===== config.mk =====
export PLATFORM = sky130hd
export DESIGN_NAME = sar_seq_signed
export DESIGN_NICKNAME = d
export VERILOG_FILES = /design/src/rtl/sar_seq_pkg.sv /design/src/rtl/sar_phase_ctl.sv /design/src/rtl/sar_bit_search.sv /design/src/rtl/sar_result_hold.sv /design/src/rtl/sar_seq_signed.sv
export SDC_FILE = /design/constraint.sdc
export NUM_CORES = 1
export LEC_CHECK = 0
export BUFFER_PORTS_ARGS = -buffer_cell sky130_fd_sc_hd__buf_2
export CAP_MARGIN = 20
export CORE_ASPECT_RATIO = 1.2
export CORE_MARGIN = 2
export CORE_UTILIZATION = 35
export CTS_BUF_LIST = sky130_fd_sc_hd__clkbuf_8 sky130_fd_sc_hd__clkbuf_16
export CTS_CLUSTER_DIAMETER = 30
export CTS_CLUSTER_SIZE = 14
export DETAILED_ROUTE_END_ITERATION = 10
export GPL_ROUTABILITY_DRIVEN = 0
export GPL_TIMING_DRIVEN = 0
export PLACE_DENSITY_LB_ADDON = 0.15
export SETUP_SLACK_MARGIN = 0.1
export SKIP_LAST_GASP = 1
export SLEW_MARGIN = 0
export SYNTH_ARGS = -nofsm -noshare
export SYNTH_HDL_FRONTEND = slang
export SYNTH_SLANG_ARGS = --single-unit

===== constraint.sdc =====
create_clock -name clk -period 1.7 [get_ports clk]
set_input_delay 0.17 -clock clk [delete_from_list [all_inputs] [get_ports clk]]
set_output_delay 0.17 -clock clk [all_outputs]
set_load 0.1 [all_outputs]

===== src/rtl/sar_seq_pkg.sv =====
package sar_seq_pkg;
   typedef enum logic [1:0] {
      PH_IDLE  = 2'd0,
      PH_ACQ   = 2'd1,
      PH_DEC   = 2'd2,
      PH_LATCH = 2'd3
   } phase_t;
endpackage


===== src/rtl/sar_phase_ctl.sv =====
module sar_phase_ctl
   import sar_seq_pkg::*;
#(
   parameter int ACQ_CYCLES = 5,
   parameter int DEC_STEPS  = 11,
   parameter bit HALF_MARK  = 1'b1
) (
   input  logic clk,
   input  logic rst_n,
   input  logic start_i,
   output logic busy_o,
   output logic acq_o,
   output logic acq_half_o,
   output logic load_o,
   output logic step_o,
   output logic latch_o
);
   localparam int CNT_MAX = (ACQ_CYCLES > DEC_STEPS) ? ACQ_CYCLES : DEC_STEPS;
   localparam int CNT_W   = $clog2(CNT_MAX + 1);
   localparam logic [CNT_W-1:0] ACQ_LAST = CNT_W'(ACQ_CYCLES - 1);
   localparam logic [CNT_W-1:0] DEC_LAST = CNT_W'(DEC_STEPS - 1);

   if (ACQ_CYCLES < 1) begin : g_bad_acq
      $error("ACQ_CYCLES must be at least 1");
   end
   if (DEC_STEPS < 2) begin : g_bad_dec
      $error("DEC_STEPS must be at least 2");
   end

   phase_t           phase_q, phase_d;
   logic [CNT_W-1:0] cnt_q, cnt_d;

   always_comb begin
      phase_d = phase_q;
      cnt_d   = cnt_q;
      unique case (phase_q)
         PH_IDLE: begin
            if (start_i) begin
               phase_d = PH_ACQ;
               cnt_d   = '0;
            end
         end
         PH_ACQ: begin
            if (cnt_q == ACQ_LAST) begin
               phase_d = PH_DEC;
               cnt_d   = '0;
            end else begin
               cnt_d = cnt_q + CNT_W'(1);
            end
         end
         PH_DEC: begin
            if (cnt_q == DEC_LAST) begin
               phase_d = PH_LATCH;
               cnt_d   = '0;
            end else begin
               cnt_d = cnt_q + CNT_W'(1);
            end
         end
         PH_LATCH: begin
            phase_d = PH_IDLE;
         end
         default: phase_d = PH_IDLE;
      endcase
   end

   always_ff @(posedge clk or negedge rst_n) begin
      if (!rst_n) begin
         phase_q <= PH_IDLE;
         cnt_q   <= '0;
      end else begin
         phase_q <= phase_d;
         cnt_q   <= cnt_d;
      end
   end

   assign busy_o  = (phase_q != PH_IDLE);
   assign acq_o   = (phase_q == PH_ACQ);
   assign load_o  = (phase_q == PH_IDLE) && start_i;
   assign step_o  = (phase_q == PH_DEC);
   assign latch_o = (phase_q == PH_LATCH);

   if (HALF_MARK) begin : g_half
      assign acq_half_o = (phase_q == PH_ACQ) && (cnt_q == ACQ_LAST);
   end else begin : g_nohalf
      assign acq_half_o = 1'b0;
   end


   acq_to_dec_chk: assert property (@(posedge clk) disable iff (!rst_n)
      (phase_q == PH_ACQ && cnt_q == ACQ_LAST) |=> (phase_q == PH_DEC && cnt_q == '0));


   busy_start_ignored_chk: assert property (@(posedge clk) disable iff (!rst_n)
      (phase_q == PH_DEC && start_i) |=> (phase_q != PH_ACQ));


   latch_then_idle_chk: assert property (@(posedge clk) disable iff (!rst_n)
      (phase_q == PH_LATCH) |=> (phase_q == PH_IDLE));
endmodule


===== src/rtl/sar_bit_search.sv =====
module sar_bit_search #(
   parameter int RES_W = 11
) (
   input  logic             clk,
   input  logic             rst_n,
   input  logic             load_i,
   input  logic             step_i,
   input  logic             cmp_hi_i,
   output logic [RES_W-1:0] trial_o
);
   localparam logic [RES_W-1:0] TOP_BIT = {1'b1, {(RES_W-1){1'b0}}};

   if (RES_W < 3) begin : g_bad_w
      $error("RES_W must be at least 3");
   end

   logic [RES_W-1:0] offs_q;
   logic [RES_W-1:0] sel_q;
   logic [RES_W-1:0] offs_d;

   for (genvar b = 0; b < RES_W; b++) begin : g_bit
      always_comb begin
         if (load_i)
            offs_d[b] = 1'b0;
         else if (step_i && sel_q[b] && cmp_hi_i)
            offs_d[b] = 1'b1;
         else
            offs_d[b] = offs_q[b];
      end
   end

   always_ff @(posedge clk or negedge rst_n) begin
      if (!rst_n) begin
         offs_q <= '0;
         sel_q  <= '0;
      end else begin
         offs_q <= offs_d;
         if (load_i)
            sel_q <= TOP_BIT;
         else if (step_i)
            sel_q <= sel_q >> 1;
      end
   end

   assign trial_o = (offs_q | sel_q) ^ TOP_BIT;


   keep_on_high_chk: assert property (@(posedge clk) disable iff (!rst_n)
      (step_i && !load_i && cmp_hi_i && sel_q != '0) |=> ((offs_q & $past(sel_q)) != '0));


   clear_on_low_chk: assert property (@(posedge clk) disable iff (!rst_n)
      (step_i && !load_i && !cmp_hi_i) |=> ((offs_q & $past(sel_q)) == '0));


   one_bit_tested_chk: assert property (@(posedge clk) disable iff (!rst_n)
      load_i |=> (sel_q == TOP_BIT && offs_q == '0));
endmodule


===== src/rtl/sar_result_hold.sv =====
module sar_result_hold #(
   parameter int RES_W = 11
) (
   input  logic             clk,
   input  logic             rst_n,
   input  logic             latch_i,
   input  logic [RES_W-1:0] code_i,
   output logic [RES_W-1:0] result_o,
   output logic             done_o
);
   always_ff @(posedge clk or negedge rst_n) begin
      if (!rst_n) begin
         result_o <= '0;
         done_o   <= 1'b0;
      end else begin
         done_o <= latch_i;
         if (latch_i)
            result_o <= code_i;
      end
   end


   done_single_chk: assert property (@(posedge clk) disable iff (!rst_n)
      done_o |=> !done_o);


   result_stable_chk: assert property (@(posedge clk) disable iff (!rst_n)
      (!latch_i) |=> $stable(result_o));
endmodule


===== src/rtl/sar_seq_signed.sv =====
module sar_seq_signed #(
   parameter int MAG_BITS   = 10,
   parameter int ACQ_CYCLES = 5,
   parameter bit HALF_MARK  = 1'b1
) (
   input  logic                clk,
   input  logic                rst_n,
   input  logic                start_i,
   input  logic                cmp_hi_i,
   output logic                busy_o,
   output logic                acq_o,
   output logic                acq_half_o,
   output logic [MAG_BITS:0]   trial_o,
   output logic [MAG_BITS:0]   result_o,
   output logic                done_o
);
   localparam int RES_W = MAG_BITS + 1;

   logic load_w, step_w, latch_w;

   sar_phase_ctl #(
      .ACQ_CYCLES (ACQ_CYCLES),
      .DEC_STEPS  (RES_W),
      .HALF_MARK  (HALF_MARK)
   ) u_phase (
      .clk        (clk),
      .rst_n      (rst_n),
      .start_i    (start_i),
      .busy_o     (busy_o),
      .acq_o      (acq_o),
      .acq_half_o (acq_half_o),
      .load_o     (load_w),
      .step_o     (step_w),
      .latch_o    (latch_w)
   );

   sar_bit_search #(.RES_W(RES_W)) u_search (
      .clk      (clk),
      .rst_n    (rst_n),
      .load_i   (load_w),
      .step_i   (step_w),
      .cmp_hi_i (cmp_hi_i),
      .trial_o  (trial_o)
   );

   sar_result_hold #(.RES_W(RES_W)) u_hold (
      .clk      (clk),
      .rst_n    (rst_n),
      .latch_i  (latch_w),
      .code_i   (trial_o),
      .result_o (result_o),
      .done_o   (done_o)
   );


   done_after_busy_chk: assert property (@(posedge clk) disable iff (!rst_n)
      done_o |-> (!busy_o && $past(busy_o)));


   acq_inside_busy_chk: assert property (@(posedge clk) disable iff (!rst_n)
      acq_o |-> busy_o);
endmodule


==> run_results.csv <==
group,metric,value,unit
place,numPortBuffers,29,
cts,cts.sinks,40,
floorplanning,dieArea,5640,sq um
synth,synth.area.top_cells,"dfrtp_1 (57%), mux2_2 (7.0%), mux2i_1 (6.2%), ha_1 (5.7%), nor2_1 (5.3%)",
global_routing,first_global_vias,1218,
synth,synthCells,153,
cells_and_area,drive_gt1_frac,0.460,
route,ant_nets,0,
cells_and_area,multi_input_area,812,sq um
synth,ys_warn_count,0,
floorplanning,core,4900,sq um
worst_setup_path,worstSetupStartpointType,"register",
floorplanning,start_util,0.361,
synth,yosysTopAreaCellShare,0.566,
worst_setup_path,critical_path_class,"reg -> out",
sta,finalCriticalPeriod,1.60,ns
cells_and_area,nets,211,
cts,cts-buffers-inserted,5,
synth,async_flop_share,1.00,
worst_setup_path,critical_path_buf_inv_count,2,
cells_and_area,fill_cells,473,
place,hpwl,2360,um
route,post_drt_wl_per_cell,14.1,um
worst_setup_path,critPathArrivalTime,1.43,ns
worst_setup_path,critPathTopFamily,"flip-flops",
global_routing,overflow,0,
place,place_ws,-0.0825,ns
route,via_per_inst,4.80,
hold_path,hold_path.class,"in -> async",
synth,synth_common_cells,"dfrtp_1 (40), nor2_1 (25), a21oi_1 (12), mux2_2 (11), mux2i_1 (11)",
synth,ys_ff_latch,40,
sta,setup-tns-final,0,ns
cts,postCtsHoldBufs,0,
status,violations,"negative hold slack",
cells_and_area,layout.area.seq,1000,sq um
floorplanning,ioPinCount,30,
worst_setup_path,cp_data_required_time,1.53,ns
route,num_vias,1247,
sta,slew_headroom,0.401,
sta,max_freq,0.623,GHz
synth,synthXorXnorAreaFrac,0,
synth,synthMuxAreaShare,0.139,
sta,finalSetupViolCount,0,
global_routing,grt_max_degree,41,
status,status,"finished, violations left",
floorplanning,fp-row-count,28,
worst_setup_path,max_stage_delay,0.43,ns
synth,synth_compound_area_frac,0.0636,
worst_setup_path,cp-end-kind,"output port",
global_routing,grt_pass1_wl,5540,um
place,dpl_cell_area,2060,sq um
synth,synth_ff_type,"dfrtp_1",
synth,yosys.area_share.simple,0.144,
sta,hold_ws,-0.00117,ns
cts,cts_buffer_depth,2,
cells_and_area,fin_util,0.478,
sta,rsz0062_at_grt,"yes",
synth,yosysTopAreaCell,"dfrtp_1",
global_routing,grt_usage,0.136,
sta,worst_pin_slew,0.898,ns
cells_and_area,fin_area,2340,sq um
route,drt_iter0_drc,39,
sta,fin_crit_sh,0.944,
cts,cts_tree,"yes",
floorplanning,fp.dieH,81.9,um
worst_setup_path,crit_chain,"inv_2 -> ha_4 -> and4b_2 -> buf_12",
synth,synth_fa_ha_area_frac,0.0566,
cts,clk_pin_slew_worst_paths,0.08,ns
global_routing,antenna_found_initial,0,
route,first_pass_iters,4,
sta,finalHoldViolations,1,
synth,synth-edff-count,0,
route,wl,3660,um
sta,timing.final.ws_setup,0.0952,ns
sta,fin_skew,0.00313,ns
cells_and_area,area_growth,32.4,%
sta,slew_viol_final,0,
synth,synth-seq-area-share,0.566,
synth,synth_nets,165,
cts,htree_levels,2,
route,drc,0,
worst_setup_path,r2r_setup_slack,0.12,ns
job,drv_cap,0,
cts,clk_latency,0.29,ns
synth,yosysMostFrequentCell,"dfrtp_1",
worst_setup_path,slowest_stage,"dfrtp_1",
worst_setup_path,crit_fanout,4,
cts,cts_root_buf,"clkbuf_8",
synth,synth_top_family_by_area,"simple AND/OR/NAND/NOR gates",
floorplanning,dieWidth,68.9,um
cells_and_area,antennaDiodeCount,0,
synth,syn_area_per_cell,11.6,sq um
synth,syn_area,1770,sq um
synth,yosysUniqueCellTypes,26,
==> timing repair <==
item | CTS | global route
cloned | 0 | 0
pin swaps | 3 | 1
endpoints found under the setup margin | 18 | 19
setup buffers | 4 | 6
gates resized for setup | 7 | 10
==> through the flow <==
step | hold slack, ns | std cells
floorplan | -0.126 | 153
global placement | 0.337 | 242
detailed placement | 0.357 | 242
CTS | 0.0376 | 254
global route | 0.0645 | 260
finish | -0.00117 | 260
==> layer usage <==
| metal | vias up | global-route usage | part of all wire |
|---|---|---|---|
| met2 | 22 | 0.220 | 0.51 |
| met1 | 615 | 0.167 | 0.44 |
| met4 | 0 | 0.0725 | 0.020 |
| met3 | 7 | 0.0301 | 0.034 |
| met5 | - | 0 | 0 |
| li1 | 603 | - | - |
==> worst reg2reg max path, cell delays in order (launching register included) <==
cell and delay, ns:
dfrtp_1 0.40, inv_2 0.07, ha_1 0.16, buf_6 0.12, nand4bb_4 0.15, nand2_1 0.07
o21ai_2 0.17, mux2_4 0.33
==> flip-flops by register name (all words and copies together) (netlist names) <==
name,flops
u_hold.result_o,11
u_search.offs_q,11
u_search.sel_q,11
u_phase.cnt_q,4
u_phase.phase_q,2
u_hold.done_o,1
==> cells in the final DEF (no fill, tap or decap), drive strengths merged, types with 2 or more instances in the layout <==
cell      n
ha        8
nand2b    3
nand4bb   2
inv       6
o21ai     3
dfrtp    40
nand2     4
a21oi    12
clkbuf   11
mux2i    11
mux2     12
o22ai     2
nor2     25
or2      11
buf      41
==> worst paths after layout <==
path,startpoint,to,cells past startpoint
worst min-delay path,rst_n,u_hold.result_o[10]$_DFFE_PN0P_,1
worst max-delay path,u_phase.phase_q[1]$_DFFE_PN0P_,acq_half_o,4
worst min register to register,u_search.offs_q[8]$_DFFE_PN0P_,u_search.offs_q[8]$_DFFE_PN0P_,2
max in group asynchronous,rst_n,u_phase.cnt_q[3]$_DFFE_PN0P_,1
worst max register to register,u_phase.phase_q[0]$_DFFE_PN0P_,u_phase.phase_q[1]$_DFFE_PN0P_,7
min in group clk,start_i,u_search.sel_q[10]$_DFFE_PN0P_,3
==> logic make-up (layout without fill, tap and decap cells) <==
kind of cell | after synthesis | in the layout
flops | 40 | 40
buf+inv | 13 | 60
simple gates | 49 | 49
compound gates | 20 | 20
mux | 23 | 23
fa+ha+maj | 8 | 8
==> final cells by class <==
class | count | share of cell area
flip-flops and latches | 40 | 0.427
multi-input cells | 100 | 0.347
repair buffers | 39 | 0.103
clock buffers | 7 | 0.0411
well taps | 60 | 0.0321
plain buffers | 6 | 0.0240
clock inverters | 1 | 0.0128
inverters | 7 | 0.0128
Power is left out: the tool's default activity adds up to more than one toggle a clock period on the data nets, which glitch-free logic cannot reach.
